===== src/rtl/cg_scan_pkg.sv =====
`timescale 1ns/1ps
// Package: shared packed entry layout for the channel-gain scan table.
// Assumes the field positions are fixed, because the front-end decodes them.
package cg_scan_pkg;
    localparam int ENTRY_W = 11;

    // Field order from MSB to LSB matches the bit positions of one entry.
    typedef struct packed {
        logic       diff;      // bit 10: differential input
        logic [1:0] range_sel; // bits 9:8: range code
        logic       ext_ref;   // bit 7: external analog common
        logic [2:0] gain;      // bits 6:4: gain step
        logic [3:0] chan;      // bits 3:0: channel
    } cg_entry_t;
endpackage


===== src/rtl/cg_entry_store.sv =====
`timescale 1ns/1ps
// Module: entry storage with an append-only write position.
// Holds up to DEPTH entries. A clear sets the fill count to zero, and a write
// fills the slot at the current fill count. Assumes the reader only addresses
// slots below the fill count, so the slots themselves carry no reset.
module cg_entry_store
    import cg_scan_pkg::*;
#(
    parameter int DEPTH = 16,
    parameter int IW    = (DEPTH > 1) ? $clog2(DEPTH) : 1,
    parameter int CW    = $clog2(DEPTH + 1)
) (
    input  logic          clk,
    input  logic          rst_n,
    input  logic          clear_i,
    input  logic          wr_i,
    input  cg_entry_t     wr_data_i,
    input  logic [IW-1:0] rd_idx_i,
    output logic [CW-1:0] count_o,
    output cg_entry_t     rd_data_o
);
    cg_entry_t     mem_q [DEPTH];
    logic [CW-1:0] count_q;
    logic          wr_ok;

    // Accept a write only when it is not cleared and the list has room.
    assign wr_ok = wr_i && !clear_i && (count_q < CW'(DEPTH));

    // Fill count: clear has priority, then append.
    always_ff @(posedge clk) begin
        if (!rst_n)       count_q <= '0;
        else if (clear_i) count_q <= '0;
        else if (wr_ok)   count_q <= count_q + CW'(1);
    end

    // Entry slots: write the slot at the current end of the list.
    always_ff @(posedge clk) begin
        if (wr_ok) mem_q[count_q[IW-1:0]] <= wr_data_i;
    end

    assign count_o   = count_q;
    assign rd_data_o = mem_q[rd_idx_i];


    count_bound_chk: assert property (@(posedge clk) disable iff (!rst_n)
        count_q <= CW'(DEPTH));

    append_one_chk: assert property (@(posedge clk) disable iff (!rst_n)
        (wr_i && !clear_i && count_q < CW'(DEPTH)) |=> count_q == $past(count_q) + CW'(1));

    full_drop_chk: assert property (@(posedge clk) disable iff (!rst_n)
        (wr_i && !clear_i && count_q == CW'(DEPTH)) |=> count_q == CW'(DEPTH));

    clear_empty_chk: assert property (@(posedge clk) disable iff (!rst_n)
        clear_i |=> count_q == '0);
endmodule


===== src/rtl/cg_scan_pointer.sv =====
`timescale 1ns/1ps
// Module: read pointer over the stored list.
// Moves one step on each unpaused advance and wraps to 0 after the last
// stored entry. A wrap produces a one-cycle registered scan-start flag.
// Assumes the fill count only shrinks through clear_i, which also zeroes the
// pointer.
module cg_scan_pointer #(
    parameter int DEPTH = 16,
    parameter int IW    = (DEPTH > 1) ? $clog2(DEPTH) : 1,
    parameter int CW    = $clog2(DEPTH + 1)
) (
    input  logic          clk,
    input  logic          rst_n,
    input  logic          clear_i,
    input  logic          ptr_reset_i,
    input  logic          pause_i,
    input  logic          advance_i,
    input  logic [CW-1:0] count_i,
    output logic [IW-1:0] ptr_o,
    output logic          wrap_o
);
    logic [IW-1:0] ptr_q;
    logic          wrap_q;
    logic          at_last;
    logic          step;

    // The pointer is on the final stored entry.
    assign at_last = (CW'(ptr_q) + CW'(1)) == count_i;
    // A step needs an advance request, no pause and a non-empty list.
    assign step    = advance_i && !pause_i && (count_i != '0);

    // Pointer and wrap flag: clear and reset win, then step or wrap.
    always_ff @(posedge clk) begin
        if (!rst_n) begin
            ptr_q  <= '0;
            wrap_q <= 1'b0;
        end else begin
            wrap_q <= 1'b0;
            if (clear_i || ptr_reset_i) begin
                ptr_q <= '0;
            end else if (step) begin
                if (at_last) begin
                    ptr_q  <= '0;
                    wrap_q <= 1'b1;
                end else begin
                    ptr_q <= ptr_q + IW'(1);
                end
            end
        end
    end

    assign ptr_o  = ptr_q;
    assign wrap_o = wrap_q;


    ptr_in_range_chk: assert property (@(posedge clk) disable iff (!rst_n)
        (count_i != '0) |-> CW'(ptr_q) < count_i);

    ptr_reset_zero_chk: assert property (@(posedge clk) disable iff (!rst_n)
        ptr_reset_i |=> ptr_q == '0);

    pause_hold_chk: assert property (@(posedge clk) disable iff (!rst_n)
        (pause_i && !ptr_reset_i && !clear_i) |=> $stable(ptr_q));

    scan_start_zero_chk: assert property (@(posedge clk) disable iff (!rst_n)
        wrap_q |-> ptr_q == '0);

    scan_start_single_chk: assert property (@(posedge clk) disable iff (!rst_n)
        wrap_q |=> !wrap_q || $past(step));
endmodule


===== src/rtl/cg_source_select.sv =====
`timescale 1ns/1ps
// Module: single-entry latch register and active-source multiplexer.
// The table supplies the active entry only when table mode is on and the list
// holds at least one entry. Otherwise the latch entry is active.
module cg_source_select
    import cg_scan_pkg::*;
#(
    parameter int CW = 5
) (
    input  logic          clk,
    input  logic          rst_n,
    input  logic          latch_wr_i,
    input  cg_entry_t     latch_data_i,
    input  logic          tbl_en_i,
    input  logic [CW-1:0] count_i,
    input  cg_entry_t     tbl_entry_i,
    output cg_entry_t     active_o
);
    cg_entry_t latch_q;

    // Latch register: load on a host write.
    always_ff @(posedge clk) begin
        if (!rst_n)          latch_q <= '0;
        else if (latch_wr_i) latch_q <= latch_data_i;
    end

    // Source choice: table when enabled and non-empty, else latch.
    always_comb begin
        if (tbl_en_i && (count_i != '0)) active_o = tbl_entry_i;
        else                             active_o = latch_q;
    end


    latch_load_chk: assert property (@(posedge clk) disable iff (!rst_n)
        (latch_wr_i && !tbl_en_i) |=> !tbl_en_i || active_o == $past(latch_data_i) || count_i != '0);
endmodule


===== src/rtl/cg_scan_table.sv =====
`timescale 1ns/1ps
// Module: ADC channel-gain scan table (top).
// Presents the active packed entry, decoded into fields, to the front-end
// multiplexer. Conversion strobes walk the stored list only in table mode.
// Assumes all inputs are synchronous to clk and each control pulse lasts one
// cycle.
module cg_scan_table
    import cg_scan_pkg::*;
#(
    parameter int DEPTH = 16
) (
    input  logic        clk,
    input  logic        rst_n,
    input  logic        tbl_clear,
    input  logic        tbl_wr,
    input  logic [10:0] tbl_wr_data,
    input  logic        tbl_en,
    input  logic        latch_wr,
    input  logic [10:0] latch_data,
    input  logic        ptr_reset,
    input  logic        pause_en,
    input  logic        conv_strobe,
    output logic [3:0]  out_chan,
    output logic [2:0]  out_gain,
    output logic        out_ext_ref,
    output logic [1:0]  out_range,
    output logic        out_diff,
    output logic        scan_start
);
    localparam int IW = (DEPTH > 1) ? $clog2(DEPTH) : 1;
    localparam int CW = $clog2(DEPTH + 1);

    logic [CW-1:0] count;
    logic [IW-1:0] ptr;
    cg_entry_t     tbl_entry;
    cg_entry_t     active;

    cg_entry_store #(.DEPTH(DEPTH), .IW(IW), .CW(CW)) u_store (
        .clk       (clk),
        .rst_n     (rst_n),
        .clear_i   (tbl_clear),
        .wr_i      (tbl_wr),
        .wr_data_i (cg_entry_t'(tbl_wr_data)),
        .rd_idx_i  (ptr),
        .count_o   (count),
        .rd_data_o (tbl_entry)
    );

    cg_scan_pointer #(.DEPTH(DEPTH), .IW(IW), .CW(CW)) u_ptr (
        .clk         (clk),
        .rst_n       (rst_n),
        .clear_i     (tbl_clear),
        .ptr_reset_i (ptr_reset),
        .pause_i     (pause_en),
        .advance_i   (conv_strobe && tbl_en),
        .count_i     (count),
        .ptr_o       (ptr),
        .wrap_o      (scan_start)
    );

    cg_source_select #(.CW(CW)) u_sel (
        .clk          (clk),
        .rst_n        (rst_n),
        .latch_wr_i   (latch_wr),
        .latch_data_i (cg_entry_t'(latch_data)),
        .tbl_en_i     (tbl_en),
        .count_i      (count),
        .tbl_entry_i  (tbl_entry),
        .active_o     (active)
    );

    // Field decode of the active entry.
    assign out_chan    = active.chan;
    assign out_gain    = active.gain;
    assign out_ext_ref = active.ext_ref;
    assign out_range   = active.range_sel;
    assign out_diff    = active.diff;
endmodule


===== config.mk =====
export PLATFORM = sky130hd
export DESIGN_NAME = cg_scan_table
export DESIGN_NICKNAME = d
export VERILOG_FILES = /design/src/rtl/cg_scan_pkg.sv /design/src/rtl/cg_entry_store.sv /design/src/rtl/cg_scan_pointer.sv /design/src/rtl/cg_source_select.sv /design/src/rtl/cg_scan_table.sv
export SDC_FILE = /design/constraint.sdc
export NUM_CORES = 1
export LEC_CHECK = 0
export BUFFER_PORTS_ARGS = -buffer_cell sky130_fd_sc_hd__buf_2
export CAP_MARGIN = 10
export CORE_UTILIZATION = 62
export CTS_CLUSTER_DIAMETER = 50
export DETAILED_ROUTE_END_ITERATION = 16
export PLACE_DENSITY = 0.81
export SYNTH_ARGS = -nofsm -noshare
export SYNTH_HDL_FRONTEND = slang
export SYNTH_SLANG_ARGS = --single-unit
export TNS_END_PERCENT = 20

===== constraint.sdc =====
create_clock -name clk -period 6.1 [get_ports clk]
set_clock_uncertainty 0.1 [all_clocks]
set_input_delay 0.915 -clock clk [delete_from_list [all_inputs] [get_ports clk]]
set_output_delay 0.915 -clock clk [all_outputs]
set_load 0.01 [all_outputs]

==> flow_summary.yaml, run 1 <==
run_status:
  run_status: "complete, no violations"
min_path:
  worstHoldPathCells: 2
  holdCritStartpoint: "u_ptr.ptr_o[1]"
  hold_class: "flip-flop to flip-flop"
die:
  ios: 43
  rows: 41
  fp.dieH_um: 116
  die_area_um2: 13400
  core_um2: 12600
  initial_core_util_pct: 63.5
  die_w_um: 116
setup_path:
  r2r_slack_ps: 3680
  critPathMaxStageDelay_ps: 940
  cp.arrival_ps: 3210
  timing.rr.start: "u_store.count_o[4]"
  r2r_end: "u_store.mem_q[10][6]"
  required_ps: 5080
  cp-start-kind: "flip-flop"
  r2r_cells: 3
  cp-end-kind: "output port"
  critPathSlowestCell: "dfxtp_2"
  path_max_fanout: 27
  crit_type: "flip-flop to output port"
  worstPathCellList: "buf_4, mux4_1, mux2i_1, nor2_1, a21oi_2, o21ai_1, buf_2"
clock_tree:
  cts_root_buffer: "clkbuf_16"
  cts_max_level: 1
  insertion_delay_ps: 480
  cts.sinks: 201
  hold_buffers: 0
  cts_resized: 0
  cts_setup_buffers: 0
  path_clk_slew_ps: 60
  cts_tree: "built"
  clk_path_buf_depth: 3
  cts_made_buffers: 21
routing:
  via_per_inst: 6.10
  ant_nets: 0
  drtPass1Iterations: 5
  num_vias: 4104
  avgRoutedWirePerCell_um: 24.0
  drcViolationCount: 0
  drt-total-wl_um: 16100
  drtIter0Drc: 344
sta:
  maxSlewViolCount: 0
  tightest_slew_ps: 1110
  finalCritPeriodShare_pct: 69.3
  clock.fmax_mhz: 237
  fin_setup_tns_ps: 0
  period_minus_slack_ps: 4230
  setup_violations: 0
  relSlewSlack_pct: 26.0
  rsz0062_at_grt: "false"
  holdWs_ps: 412
  hold_viol: 0
global_routing:
  grt_antenna_before_repair: 0
  grt_max_degree: 34
  first_global_vias: 4036
  grt_pass1_wl_um: 24000
  track_usage_pct: 25.6
  grt_overflow: 0
yosys:
  syn_area_um2: 8010
  ys_seq_area_share_pct: 72.2
  ys_ff_latch: 201
  synth.distinct_cells: 37
  synth.most_common_cell: "edfxtp_1"
  synthesis.nets: 461
  yosys.area.top_type_share_pct: 66.0
  ys_top_cells_by_count: "edfxtp_1, mux4_2, mux2i_1"
  ys_warn_count: 0
  synth-edff-count: 176
  synth_cells: 425
  synth_area_leaders: "edfxtp_1, mux4_2, dfxtp_1"
  synth_flop_cell: "edfxtp_1"
  async_flop_share_pct: 0
  synth_area_per_cell_um2: 18.9
  synth_top_area_cell: "edfxtp_1"
power_and_ir_drop:
  p_leak_nw: 2.94
  ir_drop_mv: 0.264
  finalPower_w: 0.00275
  power_density_nw_per_um2: 303
layout:
  drive_above_1_share_pct: 29.9
  finalNetCount: 523
  insertedDiodeCount: 0
  syn_to_final_growth_pct: 13.1
  fin_util_pct: 71.8
  fill_cells: 772
placement:
  place_congestion: 0.833
  hpwl_um: 9700
  portBuffers: 42
flow_run:
  max-cap-violations: 0
-- cells in the final DEF (no fill, tap or decap), types with 2 or more instances in the layout --
cell type	synthesis	routed
inv_1	3	3
nor2_1	32	32
clkinvlp_4	0	3
a21oi_1	6	6
clkinv_2	0	4
nand2_1	12	12
buf_4	2	13
o21ai_1	12	12
nand3_1	4	4
clkbuf_16	0	21
xnor2_1	3	3
nor2b_1	14	14
dfxtp_2	0	2
clkbuf_8	0	2
buf_2	8	42
clkbuf_1	3	6
a21oi_2	10	10
xor2_1	4	4
dfxtp_1	25	23
ha_1	5	5
buf_6	4	4
mux4_2	43	43
nand2b_1	3	3
edfxtp_1	176	176
mux2i_1	33	33
a211o_1	2	2
nor3_1	6	6
-- registers in the layout, indices dropped and copies added (netlist names), named ones only --
signal and flops:
u_ptr.ptr_o 4, u_ptr.wrap_o 1, u_sel.latch_q 11, u_store.count_o 5, u_store.mem_q 176
-- metrics by stage --
stage | setup WS, ps | cell area, um2 | cells
after floorplan | 3320 | 8010 | 425
after global placement | 2380 | 8380 | 631
after detailed placement | 2290 | 8390 | 632
after CTS | 1770 | 9010 | 669
after global routing | 1570 | 9060 | 673
final | 1870 | 9060 | 673
-- per-layer routing --
layer / vias up / share of wire, % / global-route usage (%)
li1: 1808 / - / -
met2: 192 / 49 / 40.9
met5: - / 0 / 0
met3: 41 / 7.5 / 4.60
met4: 0 / 2.9 / 9.06
met1: 2063 / 41 / 36.3
-- cells by family (layout without fill, tap and decap cells) --
group,count (synthesis),in the layout,synth area share (%)
and+or+nand+nor,78,78,4.95
muxes,77,77,16.5
xor gates and xnor gates,7,7,0.765
adders and majority gates,5,5,0.781
AOI/OAI and AO/OA,34,34,2.75
buffers and inverters,23,99,2.01
DFF,201,201,72.2
-- power by group --
group          total (W)  switching [W]  internal, W
registers        0.00151     0.00000577      0.00150
logic          0.0000722      0.0000448    0.0000275
clock network    0.00117       0.000506     0.000662
-- cell type report --
type / instances / area (um2) / share of cell area [%]
sequential: 201 / 5790 / 63.9
multi-input combinational: 201 / 2070 / 22.8
clock buffer: 29 / 576 / 6.35
timing repair buffer: 59 / 353 / 3.89
tap: 172 / 215 / 2.38
clock inverter: 8 / 51.3 / 0.566
inverter: 3 / 11.3 / 0.124
-- critical path: cells and delay by family, from the launching register on --
kind	cells	cell delay, ps
multiplexers	2	800
flip-flops	1	940
buffers and inverters	2	660
AO/OA/AOI/OAI	2	220
AND/OR/NAND/NOR	1	70
-- worst max-delay path by stage --
stage | slack, ps | endpoint | start | cells past startpoint
floorplan | 3320 | u_store.mem_q[3][0] | tbl_clear | 3
global placement | 2380 | out_diff | flip-flop | 7
detailed placement | 2290 | out_diff | flip-flop | 7
CTS | 1770 | out_diff | flip-flop | 7
global route | 1570 | out_diff | flip-flop | 7
finish | 1870 | out_diff | flip-flop | 7
(Power assumes the default switching activity.)
==> run 2: changes to the inputs <==
--- a/config.mk
+++ b/config.mk
@@ -5,12 +5,13 @@
 export SDC_FILE = /design/constraint.sdc
 export NUM_CORES = 1
 export LEC_CHECK = 0
+export ABC_AREA = 1
 export BUFFER_PORTS_ARGS = -buffer_cell sky130_fd_sc_hd__buf_2
 export CAP_MARGIN = 10
-export CORE_UTILIZATION = 62
+export CORE_UTILIZATION = 61
 export CTS_CLUSTER_DIAMETER = 50
 export DETAILED_ROUTE_END_ITERATION = 16
-export PLACE_DENSITY = 0.81
+export PLACE_DENSITY = 0.79
 export SYNTH_ARGS = -nofsm -noshare
 export SYNTH_HDL_FRONTEND = slang
 export SYNTH_SLANG_ARGS = --single-unit
==> constraint.sdc (replaced) <==
create_clock -name clk -period 3.93 [get_ports clk]
set_clock_uncertainty 0.1 [all_clocks]
set_input_delay 0.5895 -clock clk [delete_from_list [all_inputs] [get_ports clk]]
set_output_delay 0.5895 -clock clk [all_outputs]
set_load 0.01 [all_outputs]
==> flow_summary.yaml, run 2 <==
sta:
  setup_violations: 0
  relSlewSlack_pct: 26.2
  finalCritPeriodShare_pct: 77.1
  clock.fmax_mhz: 330
  maxSlewViolCount: 0
  fin_setup_tns_ps: 0
  rsz0062_at_grt: "false"
  tightest_slew_ps: 1100
  hold_viol: 0
  period_minus_slack_ps: 3030
routing:
  via_per_inst: 5.81
  drtPass1Iterations: 5
  drt-total-wl_um: 19300
  avgRoutedWirePerCell_um: 18.9
  ant_nets: 0
  drtIter0Drc: 745
  drcViolationCount: 0
  num_vias: 5942
layout:
  final_cell_mix: "nor2_1, edfxtp_1, nand2_1"
  syn_to_final_growth_pct: 12.6
  drive_above_1_share_pct: 10.9
  fill_cells: 906
  finalNetCount: 868
  final_common_cell: "nor2_1"
  largest_register_ffs: 176
  fin_util_pct: 70.6
  insertedDiodeCount: 0
power_and_ir_drop:
  pwr-share-seq_pct: 52.8
  power_density_nw_per_um2: 473
  p_leak_nw: 3.60
  internal-power_w: 0.00359
  p_sw_w: 0.000853
  pwr-share-comb_pct: 2.8
  ir_drop_mv: 0.424
  p_clk_share_pct: 44.4
  p_sw_share_pct: 19.2
yosys:
  ys_ff_latch: 201
  synth.most_common_cell: "nor2_1"
  synth_top_area_cell: "edfxtp_1"
  synthesis.nets: 826
  yosys.area.top_type_share_pct: 63.4
  ys_top_cells_by_count: "nor2_1, edfxtp_1, nand2_1"
  syn_area_um2: 8330
  synth_area_leaders: "edfxtp_1, nor2_1, nand2_1"
  synth.distinct_cells: 21
  synth-edff-count: 176
  async_flop_share_pct: 0
  ys_seq_area_share_pct: 69.4
  synth_area_per_cell_um2: 10.5
  synth_cells: 790
  ys_warn_count: 0
  synth_flop_cell: "edfxtp_1"
setup_path:
  required_ps: 3240
  path_common_cell: "nand2_1"
  cp-start-kind: "flip-flop"
  path_buf_inv: 2
  cp-end-kind: "output port"
  crit_type: "flip-flop to output port"
  critPathMaxStageDelay_ps: 600
  cp.arrival_ps: 2340
  critical-path-top-delay-family: "buffers and inverters"
  worstPathCellList: "inv_1, nor2_1, o21ai_0, nand3_1, nand3_1, nand2_1, nand2_1, nand2_1, buf_2"
  critPathSlowestCell: "inv_1"
  path_max_fanout: 22
global_routing:
  grt_max_degree: 89
  track_usage_pct: 28.0
  grt_antenna_before_repair: 0
  first_global_vias: 5878
  grt_pass1_wl_um: 29900
  grt_overflow: 0
flow_run:
  max-cap-violations: 0
die:
  ios: 43
  fp.dieH_um: 119
  core_um2: 13300
  die_area_um2: 14100
  die_w_um: 119
  initial_core_util_pct: 62.7
  rows: 42
clock_tree:
  cts_made_buffers: 20
  cts_resized: 0
  cts_tree: "built"
  clk_path_buf_depth: 3
  cts_root_buffer: "clkbuf_16"
  insertion_delay_ps: 490
  cts_max_level: 1
  hold_buffers: 0
  path_clk_slew_ps: 60
  cts_setup_buffers: 0
  cts.sinks: 201
placement:
  place_congestion: 0.895
  hpwl_um: 11500
  portBuffers: 42
run_status:
  run_status: "complete, no violations"
min_path:
  hold_class: "input pin to flip-flop"
==> run 2: changes by cell type after synthesis, sizes merged, moves of 13 or more <==
cell / delta
nor2: +150
nand2: +148
o21ai: +72
nand3: +70
mux4: -44
mux2i: -33
inv: +27
clkbuf: +17
nor2b: -14
a21oi: -13
==> run 2: cell type report <==
type / instances / area (um2) / share of cell area, %
Tap cell: 176 / 220 / 2.35
Timing Repair Buffer: 60 / 358 / 3.81
Inverter: 30 / 115 / 1.23
Clock inverter: 7 / 108 / 1.15
Clock buffer: 29 / 576 / 6.13
Multi-Input combinational cell: 519 / 2220 / 23.7
Sequential cell: 201 / 5790 / 61.7
==> run 2: worst paths after layout <==
check                                      endpoint  slack (ps)               start  cells after the start
worst min register to register     u_sel.latch_q[4]         410    u_sel.latch_q[4]                      2
worst min-delay path               u_sel.latch_q[4]         230       latch_data[4]                      3
worst max-delay path                    out_gain[2]         900           flip-flop                      9
worst max register to register  u_store.mem_q[0][4]        1750  u_store.count_o[0]                      4
==> run 2: logic make-up (layout without fill, tap and decap cells) <==
logic type                 Yosys count  after routing  share of synthesized area (%)
xor gates and xnor gates             1              1                          0.105
AOI/OAI and AO/OA                   89             89                           5.37
DFF                                201            201                           69.4
adders and majority gates            5              5                          0.751
buffers and inverters               70            126                           3.90
and+or+nand+nor                    424            424                           20.4
==> run 2: power by group through the flow <==
stage,clock network (W),registers (W),logic [W]
after floorplan,0,0.00239,0.0000572
after global routing,0.00205,0.00234,0.000138
after detailed placement,0,0.00239,0.000124
after global placement,0,0.00239,0.000119
final,0.00197,0.00234,0.000126
after CTS,0.00198,0.00234,0.000125
==> run 2: routing by layer <==
layer | GRT usage [%] | part of all wire [%] | up-vias
met2 | 47.6 | 50 | 291
li1 | - | - | 2762
met5 | 0 | 0 | -
met4 | 11.7 | 4.1 | 0
met1 | 36.0 | 38 | 2831
met3 | 4.50 | 8.1 | 58
==> run 2: stage by stage <==
step	worst slack (ps)	hold slack (ps)	area, um2	power [W]	instances
final	899	229	9390	0.00444	1022
after global routing	708	233	9390	0.00453	1022
after CTS	894	225	9390	0.00444	1022
after detailed placement	1410	387	8700	0.00251	986
after global placement	1470	380	8700	0.00251	986
after floorplan	1630	363	8330	0.00244	790
==> run 2: worst min-delay path: cells and delay by family <==
family	cells	cell delay (ps)
buffers and inverters	1	80
AND/OR/NAND/NOR	2	110
